<file path="config.mk">
export PLATFORM = sky130hd
export DESIGN_NAME = vlc_cw_amp_merge
export DESIGN_NICKNAME = d
export VERILOG_FILES = /design/src/rtl/vlc_merge_pkg.sv /design/src/rtl/vlc_in_clean.sv /design/src/rtl/vlc_split_place.sv /design/src/rtl/vlc_cw_amp_merge.sv
export SDC_FILE = /design/constraint.sdc
export NUM_CORES = 1
export LEC_CHECK = 0
export ABC_AREA = 1
export BUFFER_PORTS_ARGS = -buffer_cell sky130_fd_sc_hd__buf_2
export CAP_MARGIN = 20
export CORE_AREA = 2 2 76 97
export DETAILED_ROUTE_END_ITERATION = 16
export DIE_AREA = 0 0 78 99
export PLACE_DENSITY = 0.68
export SLEW_MARGIN = 10
export SYNTH_ARGS = -nofsm -noshare
export SYNTH_HDL_FRONTEND = slang
export SYNTH_HIERARCHICAL = 1
export SYNTH_SLANG_ARGS = --single-unit
</file>
<file path="constraint.sdc">
create_clock -name clk -period 0.8 [get_ports clk]
set_input_delay 0.12 -clock clk [delete_from_list [all_inputs] [get_ports clk]]
set_output_delay 0.12 -clock clk [all_outputs]
set_load 0.02 [all_outputs]
</file>
<file path="src/rtl/vlc_merge_pkg.sv">
package vlc_merge_pkg;
  parameter int CODE_W = 16;
  parameter int AMP_W  = 11;
  parameter int WORD_W = 24;
  parameter int LEN_W  = $clog2(WORD_W + 1);
  parameter int SIZE_W = $clog2(AMP_W + 1);
  parameter int LOW_W  = WORD_W - CODE_W;

  // keep the top n bits of a left-aligned codeword
  function automatic logic [CODE_W-1:0] code_mask(input logic [LEN_W-1:0] n);
    return ~({CODE_W{1'b1}} >> n);
  endfunction

  // keep the low n bits of a right-aligned amplitude
  function automatic logic [AMP_W-1:0] amp_mask(input logic [SIZE_W-1:0] n);
    return ~({AMP_W{1'b1}} << n);
  endfunction

  function automatic logic [LEN_W-1:0] total_len(input logic [LEN_W-1:0] n,
                                                 input logic [SIZE_W-1:0] s);
    return n + LEN_W'(s);
  endfunction
endpackage

</file>
<file path="src/rtl/vlc_in_clean.sv">
module vlc_in_clean
  import vlc_merge_pkg::*;
(
  input  logic [CODE_W-1:0] code_raw,
  input  logic [LEN_W-1:0]  code_len,
  input  logic [AMP_W-1:0]  amp_raw,
  input  logic [SIZE_W-1:0] amp_size,
  output logic [CODE_W-1:0] code_m,
  output logic [AMP_W-1:0]  amp_m,
  output logic [LEN_W-1:0]  bit_sum
);
  assign code_m  = code_raw & code_mask(code_len);
  assign amp_m   = amp_raw & amp_mask(amp_size);
  assign bit_sum = total_len(code_len, amp_size);
endmodule

</file>
<file path="src/rtl/vlc_split_place.sv">
module vlc_split_place
  import vlc_merge_pkg::*;
(
  input  logic [AMP_W-1:0]  amp_m,
  input  logic [LEN_W-1:0]  bit_sum,
  output logic [CODE_W-1:0] hi_part,
  output logic [LOW_W-1:0]  lo_part,
  output logic              spill
);
  localparam logic [LEN_W-1:0] HI_LIM = LEN_W'(CODE_W);

  logic [LEN_W-1:0]  over_amt;
  logic [LEN_W-1:0]  left_amt;
  logic [CODE_W-1:0] amp_ext;
  logic [LOW_W-1:0]  lo_shift;

  assign spill    = bit_sum > HI_LIM;
  assign over_amt = bit_sum - HI_LIM;
  assign left_amt = HI_LIM - bit_sum;
  assign amp_ext  = {{(CODE_W-AMP_W){1'b0}}, amp_m};

  // 16-bit shifter: left when the amplitude fits, right when it spills
  assign hi_part  = spill ? (amp_ext >> over_amt) : (amp_ext << left_amt);
  // 8-bit shifter: the spilled low bits, top-aligned in the low field
  assign lo_shift = LOW_W'({amp_m, {LOW_W{1'b0}}} >> over_amt);
  assign lo_part  = spill ? lo_shift : '0;
endmodule

</file>
<file path="src/rtl/vlc_cw_amp_merge.sv">
module vlc_cw_amp_merge
  import vlc_merge_pkg::*;
(
  input  logic              clk,
  input  logic              rst_n,
  input  logic              in_valid,
  input  logic [CODE_W-1:0] in_code,
  input  logic [LEN_W-1:0]  in_code_len,
  input  logic [AMP_W-1:0]  in_amp,
  input  logic [SIZE_W-1:0] in_amp_size,
  output logic              out_valid,
  output logic [WORD_W-1:0] out_bits,
  output logic [LEN_W-1:0]  out_len
);
  logic [CODE_W-1:0] code_m;
  logic [AMP_W-1:0]  amp_m;
  logic [LEN_W-1:0]  bit_sum;
  logic [CODE_W-1:0] hi_part;
  logic [LOW_W-1:0]  lo_part;
  logic              spill;
  logic [WORD_W-1:0] merged;

  vlc_in_clean u_clean (
    .code_raw (in_code),
    .code_len (in_code_len),
    .amp_raw  (in_amp),
    .amp_size (in_amp_size),
    .code_m   (code_m),
    .amp_m    (amp_m),
    .bit_sum  (bit_sum)
  );

  vlc_split_place u_place (
    .amp_m   (amp_m),
    .bit_sum (bit_sum),
    .hi_part (hi_part),
    .lo_part (lo_part),
    .spill   (spill)
  );

  assign merged = {code_m | hi_part, lo_part};

  always_ff @(posedge clk or negedge rst_n) begin
    if (!rst_n) begin
      out_valid <= 1'b0;
      out_bits  <= '0;
      out_len   <= '0;
    end else begin
      out_valid <= in_valid;
      out_bits  <= in_valid ? merged : '0;
      out_len   <= in_valid ? bit_sum : '0;
    end
  end

  localparam logic [LEN_W-1:0]  LIM_HI = LEN_W'(CODE_W);
  localparam logic [LEN_W-1:0]  LIM_W  = LEN_W'(WORD_W);
  localparam logic [SIZE_W-1:0] LIM_A  = SIZE_W'(AMP_W);

  AST_IN_LEGAL: assert property (@(posedge clk) disable iff (!rst_n)
    in_valid |-> (in_code_len != '0 && in_code_len <= LIM_HI && in_amp_size <= LIM_A
                  && (in_code_len + LEN_W'(in_amp_size)) <= LIM_W));
  AST_ONE_CYCLE: assert property (@(posedge clk) disable iff (!rst_n)
    in_valid |=> out_valid);
  AST_IDLE_CLEAR: assert property (@(posedge clk) disable iff (!rst_n)
    !in_valid |=> (!out_valid && out_len == '0 && out_bits == '0));
  AST_LEN_SUM: assert property (@(posedge clk) disable iff (!rst_n)
    out_valid |-> out_len == ($past(in_code_len) + LEN_W'($past(in_amp_size))));
  AST_TAIL_ZERO: assert property (@(posedge clk) disable iff (!rst_n)
    out_valid |-> (out_bits & ({WORD_W{1'b1}} >> out_len)) == '0);
  AST_LOW_EMPTY: assert property (@(posedge clk) disable iff (!rst_n)
    (out_valid && out_len <= LIM_HI) |-> out_bits[LOW_W-1:0] == '0);
  AST_SPILL_SEEN: assert property (@(posedge clk) disable iff (!rst_n)
    (in_valid && spill) |=> out_len > LIM_HI);
  AST_CODE_PREFIX: assert property (@(posedge clk) disable iff (!rst_n)
    out_valid |-> (out_bits[WORD_W-1 -: CODE_W] & code_mask($past(in_code_len)))
                  == ($past(in_code) & code_mask($past(in_code_len))));
endmodule

</file>
==> out/results.ini <==
[clocking]
htreeDepth=2
cts_max_path_buffers=2
clkSlewWorstSetupHoldPaths_ns=0.06
cts_tree=yes
cts.sink_count=30
clockRootBuffer=clkbuf_8
cts-buffers-inserted=5

[grt]
grt_antenna_before_repair=0
grt_max_degree=31
grt_pass1_vias=3521
grt_pass1_wl_um=16770
grt_usage=0.2747
overflow=0

[run]
cap_violations=0

[worst_setup_path]
setup.worst_path.end_class=flop
worstPathArrival_ns=2.12
cp-start-kind=input port
crit_end=out_bits[4]
path_class=input port to flop
critPathLaunch=in_amp_size[0]
critPathRequiredTime_ns=1.02
crit_fanout=6

[synth]
yosysUniqueCellTypes=34
synth_edf_count=0
syn_nets=511
yosysTopAreaCellShare=0.2622
synth_top_flop_cell=dfrtp_1
netlist_area_um2=2863
ys_top_cells_by_area=dfrtp_1, nand2_1, nand3_1, inv_1, nor2_1
yosys_warnings=6
synth.most_common_cell=nand2_1
ys_ff_latch=30
ys_seq_area_frac=0.2622
netlist_top_cells_count=nand2_1, nand3_1, inv_1
yosysTopAreaCell=dfrtp_1
synth.avg_cell_area_um2=6.156
synthCells=465
async_reset_ff_frac=1.000

[place]
dpl.hpwl_um=8095
place_area_um2=3805
port_buffers=68
place_congestion=0.9301
place_ws_ns=-1.452

[floorplanning]
fp.dieArea_um2=7722
fp.dieH_um=99
rows=34
dieWidth_um=78
start_util=0.4206
ios=69
core-area_um2=6807

[sta]
timing.hold.ws_ns=0.1592
finalSetupViolCount=58
rsz0062_at_grt=true
max_slew.worst_pin.slew_ns=0.3654
maxSlewViolCount=0
period_minus_slack_ns=1.896
layout_worst_path_cycle_share=2.371
setup_slack_ns=-1.096
finalHoldViolCount=0
clock.fmax_mhz=527.3
slew_headroom=0.7553

[drt]
drt-initial-drc-count=198
first_pass_iters=6
vias=3586
vias_per_cell=5.205
ant_nets=0
drc_errors=0
post_drt_wl_per_cell_um=15.16
drt_wl_total_um=10440

[power_and_ir_drop]
p_leak_uw=0.002487
ir_drop_v=0.001016
power_density_nw_per_um2=1704

[layout]
antennaDiodeCount=0
nFillCells=587
nets=644
area_growth_pct=61.41
final_area_um2=4621
layout-drive-gt1-share=0.4508

[hold_path]
min_path_type=input port to flop

[status]
status=finished with violations
violations=negative setup slack

routing by layer:
metal | up-vias | global-route usage | wire, µm
li1 | 1752 | - | -
met1 | 1644 | 0.3185 | 4225
met2 | 150 | 0.4980 | 5106
met3 | 40 | 0.01557 | 441
met4 | 0 | 0.1538 | 669
met5 | - | 0 | 0
worst min path at each step:
| stage | startpoint | to | cells after the start | slack, ns |
|---|---|---|---|---|
| after floorplan | rst_n | out_bits[0] | 0 | -0.18 |
| after global placement | rst_n | out_bits[21] | 2 | 0.08 |
| after detailed placement | rst_n | out_bits[21] | 2 | 0.08 |
| after CTS | in_code[11] | out_bits[19] | 5 | 0.16 |
| after global routing | in_code[15] | out_bits[23] | 5 | 0.21 |
| final | in_code[15] | out_bits[23] | 5 | 0.16 |
registers in the layout, summed over array words and instances, names as in the netlist:
name       count
out_bits      24
out_valid      1
out_len        5
final cells by class:
class	instances	area, µm²	share of cell area
clock buffer	6	82.58	0.01787
clock inverter	2	12.51	0.002708
inverter	63	269.0	0.05822
multi-input combinational	354	2128	0.4606
sequential	30	750.7	0.1625
tap	90	112.6	0.02437
timing repair buffer	143	1256	0.2719
timing repair inverter	1	8.758	0.001895
cells by family after synthesis:
logic type	count (synthesis)	synth area share
flops	30	0.2622
fa+ha+maj	7	0.03322
simple gates	299	0.4637
xor+xnor	1	0.003060
compound gates	47	0.09528
buf+inv	81	0.1425
where the power goes:
part,switching [µW],internal [µW],total [µW]
Sequential,61.9,1650,1710
Clock,588,690,1280
Combinational,2790,2090,4890
metrics by stage:
step / TNS, ns / total power [µW] / utilization / std cells
2_1_floorplan: -32.75 / 4278 / - / 465
3_3_place_gp: -34.84 / 5544 / 0.5590 / 664
3_5_place_dp: -35.32 / 5548 / 0.5590 / 664
4_1_cts: -28.56 / 7465 / 0.6522 / 687
5_1_grt: -31.86 / 8361 / 0.6789 / 689
6_report: -28.91 / 7872 / 0.6789 / 689
critical path, stage by stage:
cell	delay [ns]
buf_8	0.10
ha_4	0.15
inv_2	0.05
fa_2	0.42
inv_2	0.09
inv_4	0.04
ha_4	0.16
nand2_4	0.06
ha_4	0.15
nand2_4	0.08
buf_12	0.14
nor2_4	0.15
buf_4	0.14
nand2_1	0.04
o21ai_1	0.09
nand2_1	0.07
inv_1	0.05
layout by cell type (no fill, tap or decap), types with 8 or more instances in the layout:
master,count
nand2_1,113
nand3_1,61
buf_4,58
inv_1,44
buf_6,44
nor2_1,42
buf_2,32
dfrtp_1,30
nand2_2,26
nand3_2,22
inv_2,13
nor2_2,11
a21oi_1,8
o21ai_2,8
timing repair:
item | 4_1_cts | 5_1_grt
setup endpoints to repair | 58 | 58
hold buffers | 1 | 0
pin swaps | 29 | 18
gates cloned | 1 | 0
gates resized for setup | 123 | 54
setup buffers | 13 | 5
hold endpoints to repair | 30 | 0
No activity file was read; power rests on OpenSTA's default activity.
